File: src/rtl/tile_xfer_engine.sv
module tile_xfer_engine #(
  parameter int RLEN = 128,
  parameter int NREG = 8,
  parameter int AW   = 32
) (
  input  logic                                        clk,
  input  logic                                        rst_n,
  input  logic                                        cmd_valid,
  output logic                                        cmd_ready,
  input  logic                                        cmd_store,
  input  logic                                        cmd_whole,
  input  logic                                        cmd_stream,
  input  logic [AW-1:0]                               cmd_base,
  input  logic [AW-1:0]                               cmd_stride,
  input  logic [1:0]                                  cmd_ew,
  input  logic [$clog2(NREG)-1:0]                     cmd_reg,
  input  logic [1:0]                                  cmd_count,
  input  logic [$clog2(RLEN/8):0]                     cmd_cols,
  output logic                                        mem_req_valid,
  input  logic                                        mem_req_ready,
  output logic                                        mem_req_we,
  output logic                                        mem_req_hint,
  output logic [AW-1:0]                               mem_req_addr,
  output logic [RLEN-1:0]                             mem_req_wdata,
  output logic [RLEN/8-1:0]                           mem_req_be,
  input  logic                                        mem_rsp_valid,
  input  logic [RLEN-1:0]                             mem_rsp_rdata,
  output logic                                        trf_we,
  output logic [$clog2(NREG)+$clog2(RLEN/32)-1:0]     trf_waddr,
  output logic [RLEN-1:0]                             trf_wdata,
  output logic [RLEN/8-1:0]                           trf_wbe,
  output logic [$clog2(NREG)+$clog2(RLEN/32)-1:0]     trf_raddr,
  input  logic [RLEN-1:0]                             trf_rdata,
  output logic                                        done
);
  localparam int ROWS  = RLEN / 32;
  localparam int BYTES = RLEN / 8;
  localparam int RW    = $clog2(ROWS);
  localparam int GW    = $clog2(NREG);
  localparam int TW    = GW + RW;
  localparam int CW    = $clog2(BYTES) + 1;
  localparam int IW    = RW + 3;

  typedef enum logic [1:0] {S_IDLE, S_REQ, S_WAIT} state_t;

  state_t          state_q;
  logic            store_q, hint_q, done_q;
  logic [GW-1:0]   reg_q;
  logic [AW-1:0]   addr_q, step_q;
  logic [IW-1:0]   idx_q, last_q;
  logic [BYTES-1:0] mask_q, cmd_mask;
  logic [CW+2:0]   cmd_nb;
  logic [GW-1:0]   reg_cur;
  logic [TW-1:0]   tile_addr;
  logic            accept;

  assign accept = cmd_valid && (state_q == S_IDLE);
  assign cmd_nb = {3'b000, cmd_cols} << cmd_ew;

  always_comb begin
    for (int b = 0; b < BYTES; b++) cmd_mask[b] = int'(cmd_nb) > b;
  end

  assign reg_cur   = reg_q + GW'(idx_q[IW-1:RW]);
  assign tile_addr = {reg_cur, idx_q[RW-1:0]};

  always_ff @(posedge clk) begin
    if (!rst_n) begin
      state_q <= S_IDLE;
      store_q <= 1'b0;
      hint_q  <= 1'b0;
      done_q  <= 1'b0;
      reg_q   <= '0;
      addr_q  <= '0;
      step_q  <= '0;
      idx_q   <= '0;
      last_q  <= '0;
      mask_q  <= '0;
    end else begin
      done_q <= 1'b0;
      case (state_q)
        S_IDLE: if (accept) begin
          store_q <= cmd_store;
          hint_q  <= cmd_stream;
          reg_q   <= cmd_reg;
          addr_q  <= cmd_base;
          idx_q   <= '0;
          step_q  <= cmd_whole ? AW'(BYTES) : cmd_stride;
          last_q  <= cmd_whole ? IW'((ROWS << cmd_count) - 1) : IW'(cmd_count);
          mask_q  <= cmd_whole ? '1 : cmd_mask;
          state_q <= S_REQ;
        end
        S_REQ: if (mem_req_ready) state_q <= S_WAIT;
        S_WAIT: if (mem_rsp_valid) begin
          if (idx_q == last_q) begin
            state_q <= S_IDLE;
            done_q  <= 1'b1;
          end else begin
            idx_q   <= idx_q + 1'b1;
            addr_q  <= addr_q + step_q;
            state_q <= S_REQ;
          end
        end
        default: state_q <= S_IDLE;
      endcase
    end
  end

  assign cmd_ready     = state_q == S_IDLE;
  assign mem_req_valid = state_q == S_REQ;
  assign mem_req_we    = store_q;
  assign mem_req_hint  = hint_q;
  assign mem_req_addr  = addr_q;
  assign mem_req_wdata = trf_rdata;
  assign mem_req_be    = mask_q;
  assign trf_raddr     = tile_addr;
  assign trf_we        = (state_q == S_WAIT) && mem_rsp_valid && !store_q;
  assign trf_waddr     = tile_addr;
  assign trf_wdata     = mem_rsp_rdata;
  assign trf_wbe       = mask_q;
  assign done          = done_q;
endmodule

File: config.mk
export PLATFORM = sky130hd
export DESIGN_NAME = tile_xfer_engine
export DESIGN_NICKNAME = d
export VERILOG_FILES = /design/src/rtl/tile_xfer_engine.sv
export SDC_FILE = /design/constraint.sdc
export NUM_CORES = 1
export LEC_CHECK = 0
export BUFFER_PORTS_ARGS = -buffer_cell sky130_fd_sc_hd__buf_4
export CAP_MARGIN = 20
export CORE_AREA = 2 2 264 266
export CTS_CLUSTER_DIAMETER = 40
export DETAILED_ROUTE_END_ITERATION = 7
export DIE_AREA = 0 0 266 268
export PLACE_DENSITY = 0.45
export REMOVE_ABC_BUFFERS = 1
export SLEW_MARGIN = 5
export SYNTH_ARGS = -nofsm -noshare
export SYNTH_HDL_FRONTEND = slang
export SYNTH_SLANG_ARGS = --single-unit
File: constraint.sdc
create_clock -name clk -period 2.34 [get_ports clk]
set_input_delay 0 -clock clk [delete_from_list [all_inputs] [get_ports clk]]
set_output_delay 0 -clock clk [all_outputs]
set_load 0.05 [all_outputs]
# Word-level counts from Yosys, hierarchy flattened
# Cells that the tools add are included.
totals:
  ff_bits: 98
  input_bits: 340
op_classes:
  n_mux: 17
  n_eq_ne: 7
  magnitude_cmp: 16
  n_reduce_logical: 10
  add_sub_neg: 4
  shifts: 2
op_table:
  columns: ["cell", "n"]
  rows:
  - ["$mux 32", 4]
  - ["$gt 8x4->1 const B", 8]
  - ["$pmux 32 s2", 1]
  - ["$add 32x32->32", 1]
  - ["$gt 8x3->1 const B", 4]
  - ["$mux 5", 4]
  - ["$gt 8x1->1 const B", 2]
  - ["$gt 8x2->1 const B", 2]
  - ["$mux 16", 1]
  - ["$pmux 5 s2", 1]
  - ["$shl 5x2->8", 1]
  - ["$mux 2", 3]
  - ["$pmux 2 s3", 1]
  - ["$reduce_and 3->1", 2]
  - ["$add 5x1->5 const B", 1]
  - ["$eq 5x5->1", 1]
  - ["$shl 3x2->5 const A", 1]
  - ["$sub 5x2->5 const B", 1]
  - ["$ne 2x1->1 const B", 2]
  - ["$ne 2x2->1 const B", 2]
  - ["$reduce_and 4->1", 1]
  - ["$add 3x3->3", 1]
  - ["$logic_and 1x1->1", 3]
  - ["$eq 2x1->1 const B", 1]
  - ["6 further kinds", 7]

# Logic depth before layout (Yosys ltp)
# Gate-level depths: netlist (run 1).
depth:
  ltp_word: 4
  mapped_depth: 11

# Worst setup path before layout (run 1)
# OpenSTA, ideal clock, no wires.
synth_timing:
  path_kind: "reg-to-reg"
  start: "register addr_q[0] (netlist: mem_req_addr[0])"
  end: "register addr_q[16] (netlist: mem_req_addr[16])"
  setup_slack_ns: -0.353
  stages_incl_launch_ff: 12
  arrival_ns: 2.623
  path_cell_list: "dfxtp_1 ha_1 fa_1 a21oi_1 nand4b_1 a31oi_2 o2111a_1 a211o_1 a21oi_1 xnor2_1 nand2_1 a21oi_1"
synth_via:
  elab_chain_cells: 4
synth_lines:
  columns: ["item", "line", "rtl"]
  rows:
  - ["from (decl)", "49", "logic [AW-1:0] addr_q, step_q;"]
  - ["from (signal assigned)", "86", "addr_q <= cmd_base;"]
  - ["from (signal assigned)", "100", "addr_q <= addr_q + step_q;"]
  - ["$add 32x32->32", "100", null]
  - ["$mux 32", "95", "if (idx_q == last_q) begin"]
  - ["$mux 32", "94", "S_WAIT: if (mem_rsp_valid) begin"]
  - ["$pmux 32 s2", "81", "case (state_q)"]
# Every way passes these cells. The select of a mux whose other input is x is not followed.
# A chain may end at the register's enable or synchronous reset.

# Final worst setup path (run 1)
layout_timing:
  start: "register step_q[0]"
  end: "register addr_q[16] (netlist: mem_req_addr[16])"
layout_via:
  elab_chain_cells: 4
layout_lines:
  columns: ["item", "line", "rtl"]
  rows:
  - ["from (decl)", "49", null]
  - ["from (signal assigned)", "88", "step_q <= cmd_whole ? AW'(BYTES) : cmd_stride;"]
  - ["$add 32x32->32", "100", null]
  - ["$mux 32", "95", null]
  - ["$mux 32", "94", null]
  - ["$pmux 32 s2", "81", null]
# Every way passes these cells. The select of a mux whose other input is x is not followed.

==> results_dict.tcl, run 1 <==
set metrics [dict create \
    drt.antenna.violating_nets 0 \
    holdCritPathClass "input port to output port" \
    outcome "finished, violations left" \
    drt-vias-per-instance 4.10 \
    seq_area_mm2 0.00198 \
    grt_usage 0.314 \
    seqPwrFrac 0.343 \
    netlist_top_cells_area "buf_4 27%, dfxtp_1 25%, ha_1 5.3%, nand2_1 4.4%, a21oi_1 3.9%" \
    max-vdd-ir-drop_mv 0.300 \
    place_congestion 1.32 \
    fin_cells 1874 \
    max_slew_margin 0.598 \
    synth_adder_area_share 0.0585 \
    synth_top_family_by_area "buffers and inverters" \
    r2r_end "mem_req_addr[16]" \
    cts-root-buf "clkbuf_16" \
    skew_ns 0.0170 \
    synth_compound_area_frac 0.213 \
    synth_xor_xnor_area_share 0.0408 \
    startpoint "step_q[0]" \
    drtIter0Drc 644 \
    synth_top_area_frac 0.271 \
    hold_path_startpoint "mem_rsp_rdata[96]" \
    grt_antenna_before_repair 6 \
    rr_startpoint "step_q[0]" \
    cts_tree "built" \
    path_clk_slew_ns 0.09 \
    reg2reg_setup_slack_ns -0.21 \
    reg2regPathDepth 11 \
    setup.worst_path.end_class "flop" \
    synth-seq-cells 98 \
    yosysTopAreaCell "buf_4" \
    synth_cell_type_count 59 \
    die-area_mm2 0.0713 \
    async_flop_share 0 \
    grt.busiest_layer "met2" \
    fin_ws_ns -0.207 \
    synthesis.yosys.warnings 0 \
    pwr-share-clk 0.295 \
    first_global_vias 7324 \
    layout-drive-gt1-share 0.357 \
    grt_max_degree 38 \
    first_pass_iters 6 \
    pwr-share-comb 0.361 \
    rows 96 \
    static-leakage-power_nw 4.14 \
    clock-sinks 98 \
    p_sw_w 0.00220 \
    internal-power_w 0.00343 \
    wl_per_cell_um 61.1 \
    nFillCells 7796 \
    synth_edf_count 0 \
    grt_pass1_wl_mm 131 \
    htreeDepth 3 \
    dp.cells 1778 \
    synthCells 960 \
    synthMuxAreaShare 0.00938 \
    power.total_w 0.00564 \
    clock_latency_ns 0.40 \
    tightestPinTransition_ns 0.603 \
    nets 1357 \
    finalHoldViolCount 0 \
    cts_buffers 9 \
    p_per_area_mw_per_mm2 562 \
    crit_fanout 3 \
    syn_to_final_growth_pct 29.6 \
    dpl.hpwl_mm 107 \
    multi_input_area_mm2 0.00386 \
    die_height_um 268 \
    synth_area_mm2 0.00774 \
    rsz0062_at_grt "true" \
    fin_util 0.147 \
    finalSetupViolCount 16 \
    gr-usage-met1 0.130 \
    finalMaxSlewViolations 0 \
    fin_setup_tns_ns -1.61 \
    violations "negative setup slack" \
    grt-ovfl-total 0 \
    synth_flop_cell "dfxtp_1" \
    holdWs_ns 0.00119 \
    avgSynthCellArea_um2 8.06 \
    initial_utilization 0.113 \
    use_met2 0.528 \
    endpoint "mem_req_addr[16]" \
    yosysSeqAreaShare 0.254 \
    cts_buffer_depth 2 \
    drv_cap 0 \
    max_freq_mhz 393 \
    cp-start-kind "flop" \
    io-pin-count 676 \
    sw_frac_of_total 0.391 \
    critPathArrivalTime_ns 2.87 \
    min_period_over_period 1.09 \
    die_w_um 266 \
    coreArea_mm2 0.0682 \
    met3_usage 0.421 \
    portBuffers 163 \
    cp.required_ns 2.66 \
    yosys.area_share.simple 0.128 \
    critPathKind "flop to flop" \
    min_period_ns 2.55 \
    via_count 7679 \
    drt-total-wl_mm 114 \
    drc 0 \
]
-- timing repair --
item,4_1_cts,5_1_grt
pin swaps,23,32
buffers inserted,1,3
hold buffers,72,0
setup endpoints to repair,25,24
gates resized for setup,49,30
hold endpoints to repair,74,0
-- critical path: stages, from the launching register on --
cell      delay, ns
dfxtp_2        0.34
ha_4           0.16
fa_2           0.38
a21oi_2        0.15
nand4b_1       0.19
a31oi_4        0.15
o2111a_1       0.30
a211o_1        0.27
a21oi_2        0.14
xnor2_1        0.13
nand2_1        0.08
a21oi_1        0.17
-- metal layers --
| layer | up-vias | share of wire |
|---|---|---|
| met3 | 154 | 0.28 |
| li1 | 3100 | - |
| met1 | 3394 | 0.16 |
| met2 | 997 | 0.46 |
| met5 | - | 0.016 |
| met4 | 34 | 0.083 |
-- placed cells by master (no fill, tap or decap), types with 7 or more instances in the layout --
cell,Yosys,final
buf_4,279,254
nand2_1,91,89
dfxtp_1,98,85
dlygate4sd3_1,0,72
a21oi_1,60,51
nor2_1,48,46
o21ai_0,40,38
a22o_1,31,31
a21o_1,19,19
xnor2_1,22,18
ha_1,33,18
xor2_1,14,13
nand3_1,13,13
dfxtp_2,0,12
o211ai_1,11,11
nor3_1,12,11
ha_4,0,11
a311oi_1,10,10
a21boi_0,10,10
nand4_1,9,9
clkbuf_16,0,9
inv_1,8,8
a31oi_1,12,8
a21oi_2,0,8
nor2b_1,10,7
-- logic make-up after synthesis --
logic type / after synthesis
buffers and inverters: 331
AO/OA/AOI/OAI: 239
AND/OR/NAND/NOR: 214
flip-flops: 98
XOR/XNOR: 36
adder cells (fa/ha/maj): 35
multiplexers: 7
-- worst min-delay path by stage --
| stage | cells after the start | endpoint | slack (ns) |
|---|---|---|---|
| 2_1_floorplan | 0 | mem_req_wdata[0] | 0 |
| 3_3_place_gp | 0 | mem_req_wdata[46] | 0.004 |
| 3_5_place_dp | 0 | mem_req_wdata[46] | 0.004 |
| 4_1_cts | 4 | mem_req_addr[1] | 0.002 |
| 5_1_grt | 0 | trf_wdata[94] | 0.001 |
| 6_report | 0 | trf_wdata[96] | 0.001 |
-- layout make-up --
class | count | area share
diodes | 6 | 0.00150
multi-input cells | 531 | 0.385
inverters | 8 | 0.00299
well taps | 882 | 0.110
flip-flops and latches | 98 | 0.198
clock inverters | 5 | 0.00636
repair buffers | 334 | 0.274
clock buffers | 10 | 0.0228
-- registers in the layout, indices dropped and copies added (netlist names) --
name,count
mem_req_be,16
step_q,32
idx_q,5
state_q,2
mem_req_addr,32
mem_req_hint,1
reg_q,3
done,1
last_q,5
mem_req_we,1
-- power groups by stage --
stage                     Clock (W)  Sequential, W  Combinational [W]
after detailed placement          0        0.00196            0.00187
after CTS                   0.00173        0.00193            0.00202
final                       0.00166        0.00194            0.00204
after global placement            0        0.00195            0.00187
after global routing        0.00177        0.00195            0.00218
after floorplan                   0        0.00233           0.000576
-- cells in the mapped netlist, drive strengths merged, types with 3 or more instances --
master and instances:
nor3 13, and3 5, ha 33, clkbuf 37, xnor2 22, a21o 19, o211ai 12, a31oi 13
inv 8, nor3b 6, a211oi 7, nand2 91, o21a 4, a21boi 12, a311oi 10, o21ai 46
buf 286, nand2b 3, o211a 5, xor2 14, dfxtp 98, mux2i 5, nand4 9, nand3 13
nor2 48, and2 5, a21oi 61, nor2b 10, a211o 3, a22o 31, or3 3
-- per-stage QoR --
stage               area, um^2  setup slack (ns)
finish                   10000            -0.207
global route             10000            -0.324
CTS                       9870            -0.228
detailed placement        8570            -0.372
global placement          8570            -0.381
floorplan                 5470             -2.10
(Power assumes the default switching activity.)
==> run 2: changes to the inputs <==
--- a/config.mk
+++ b/config.mk
@@ -7,13 +7,13 @@
 export LEC_CHECK = 0
 export BUFFER_PORTS_ARGS = -buffer_cell sky130_fd_sc_hd__buf_4
 export CAP_MARGIN = 20
-export CORE_AREA = 2 2 264 266
+export CORE_AREA = 4 4 259 261
 export CTS_CLUSTER_DIAMETER = 40
 export DETAILED_ROUTE_END_ITERATION = 7
-export DIE_AREA = 0 0 266 268
-export PLACE_DENSITY = 0.45
-export REMOVE_ABC_BUFFERS = 1
+export DIE_AREA = 0 0 263 265
+export PLACE_DENSITY = 0.46
 export SLEW_MARGIN = 5
 export SYNTH_ARGS = -nofsm -noshare
 export SYNTH_HDL_FRONTEND = slang
 export SYNTH_SLANG_ARGS = --single-unit
+export TNS_END_PERCENT = 1
==> run 2 against run 1 <==
Compared with the run above: the run still ends with negative setup slack left; clock power about the same; critical path depth unchanged; register-to-register slack worse by 0.05 ns; power down 3.8%; critical endpoint is now mem_req_addr[22]; flip-flop and latch count unchanged; hold slack worse by 0.0012 ns; sequential share of layout area up 1.1 points; utilization up 0.16 points; clock-buffer cell count unchanged.
==> results_dict.tcl, run 2 (synthesis results as in run 1) <==
set metrics [dict create \
    drt-total-wl_mm 30.9 \
    via_count 6524 \
    endpoint "mem_req_addr[22]" \
    die_height_um 265 \
    path_clk_slew_ns 0.09 \
    grt_max_degree 38 \
    cts_buffer_depth 2 \
    reg2reg_setup_slack_ns -0.26 \
    finalMaxSlewViolations 0 \
    die_w_um 263 \
    first_global_vias 6715 \
    cts-root-buf "clkbuf_16" \
    grt-ovfl-total 0 \
    coreArea_mm2 0.0645 \
    min_period_over_period 1.11 \
    layout-drive-gt1-share 0.319 \
    reg2regPathDepth 11 \
    place_congestion 0.795 \
    drt-vias-per-instance 3.57 \
    power.total_w 0.00543 \
    violations "negative setup slack" \
    outcome "finished, violations left" \
    wl_per_cell_um 16.9 \
    p_per_area_mw_per_mm2 567 \
    tightestPinTransition_ns 0.957 \
    fin_area_mm2 0.00958 \
    critPathArrivalTime_ns 2.89 \
    worst-path-buf-inv 0 \
    cp_slowest_cell "fa_2" \
    clock-sinks 98 \
    rr_startpoint "mem_req_addr[0]" \
    cts_tree "built" \
    max_freq_mhz 385 \
    min_period_ns 2.60 \
    max-vdd-ir-drop_mv 0.254 \
    holdCritPathClass "input port to output port" \
    drtIter0Drc 376 \
    crit_fanout 5 \
    crit_family "compound AO/OA/AOI/OAI gates" \
    finalSetupViolCount 16 \
    critPathKind "flop to flop" \
    portBuffers 163 \
    syn-num-nets 1335 \
    io-pin-count 676 \
    finalHoldViolCount 0 \
    die-area_mm2 0.0697 \
    fin_setup_tns_ns -2.17 \
    first_pass_iters 5 \
    grt_pass1_wl_mm 44.7 \
    critPathMaxStageDelay_ns 0.37 \
    cp_num_cells 11 \
    grt_usage 0.0858 \
    drc 0 \
    max_slew_margin 0.360 \
    nets 1337 \
    r2r_end "mem_req_addr[22]" \
    fin_ws_ns -0.258 \
    dpl_cell_area_mm2 0.00847 \
    syn_to_final_growth_pct 23.8 \
    cp-start-kind "flop" \
    grt_antenna_before_repair 4 \
    rows 93 \
    layout_common_cells "240 x buf_4, 91 x nand2_1, 77 x dfxtp_1, 70 x dlygate4sd3_1, 56 x a21oi_1" \
    cp.required_ns 2.64 \
    static-leakage-power_nw 4.01 \
    drt.antenna.violating_nets 0 \
    clock_latency_ns 0.39 \
    rsz0062_at_grt "true" \
    skew_ns 0.0158 \
    final_common_cell "buf_4" \
    htreeDepth 3 \
    cts_buffers 9 \
    place_ws_ns -0.265 \
    crit_chain "ha_4 > fa_2 > a21oi_2 > nand4b_1 > a31oi_4 > o2111ai_4 > a21oi_4 > a21boi_2 > xnor2_1 > nand2_1 > a311oi_1" \
    startpoint "mem_req_addr[0]" \
    dpl.hpwl_mm 24.1 \
    fin_util 0.149 \
    drv_cap 0 \
    setup.worst_path.end_class "flop" \
    initial_utilization 0.120 \
]
-- run 2: cell count changes in the layout (fill, tap and decap cells not counted), moves of 4 or more --
cell / delta
buf_4: -14
ha_1: +12
dfxtp_1: -8
ha_4: -8
dfxtp_2: +6
a21oi_1: +5
a21oi_2: -5
a31oi_1: +4
ha_2: -4
xnor2_1: +4
xnor2_2: -4
-- run 2: routing by layer --
layer  up-vias  part of all wire  GRT usage  wire [um]
met5         -            0.0056     0.0189        174
li1       3059                 -          -          -
met3        94              0.11     0.0474       3250
met1      3025              0.41     0.0977      12600
met2       338              0.45      0.132      13900
met4         8             0.031     0.0346        965
-- run 2: worst min-delay path by stage --
stage | start | to | slack [ns] | cells after the start
3_3_place_gp | trf_rdata[105] | mem_req_wdata[105] | 0.0003 | 0
6_report | trf_rdata[8] | mem_req_wdata[8] | 0.00002 | 0
5_1_grt | trf_rdata[8] | mem_req_wdata[8] | 0.00007 | 0
3_5_place_dp | trf_rdata[105] | mem_req_wdata[105] | 0.0003 | 0
4_1_cts | trf_rdata[105] | mem_req_wdata[105] | 0.0003 | 0
2_1_floorplan | cmd_stride[0] | step_q[0] | 0.13 | 1
-- run 2: timing repair --
item | CTS | global route
hold endpoints to repair | 72 | 0
buffers inserted | 0 | 2
pin swaps | 7 | 9
resized for setup | 10 | 8
hold buffers | 70 | 0
setup endpoints to repair | 19 | 23
-- run 2: stage by stage --
step / hold slack (ns) / cells
after floorplan: 0.126 / 960
after global placement: 0.000341 / 1734
after detailed placement: 0.000341 / 1734
after CTS: 0.000341 / 1820
after global routing: 0.0000718 / 1822
final: 0.0000193 / 1825
-- run 2: cell type report --
type	count	area (um^2)
clock buffer	10	229
inverter	8	30.0
timing repair buffer	314	2560
tap	855	1070
multi-input combinational	531	3610
sequential	98	2000
antenna	3	7.51
fill	7339	54900
clock inverter	6	71.3
-- run 2: worst register-to-register path, cell delays in order, from the launching register on --
cell and delay [ns]:
dfxtp_4 0.35, ha_4 0.16, fa_2 0.37, a21oi_2 0.16
nand4b_1 0.21, a31oi_4 0.16, o2111ai_4 0.30, a21oi_4 0.14
a21boi_2 0.17, xnor2_1 0.13, nand2_1 0.07, a311oi_1 0.29
-- run 2: where the power goes --
part           internal, W  total [W]  switching (W)
clock network     0.000846    0.00166       0.000813
logic             0.000736    0.00186        0.00112
registers          0.00180    0.00191       0.000105
total              0.00338    0.00543        0.00204
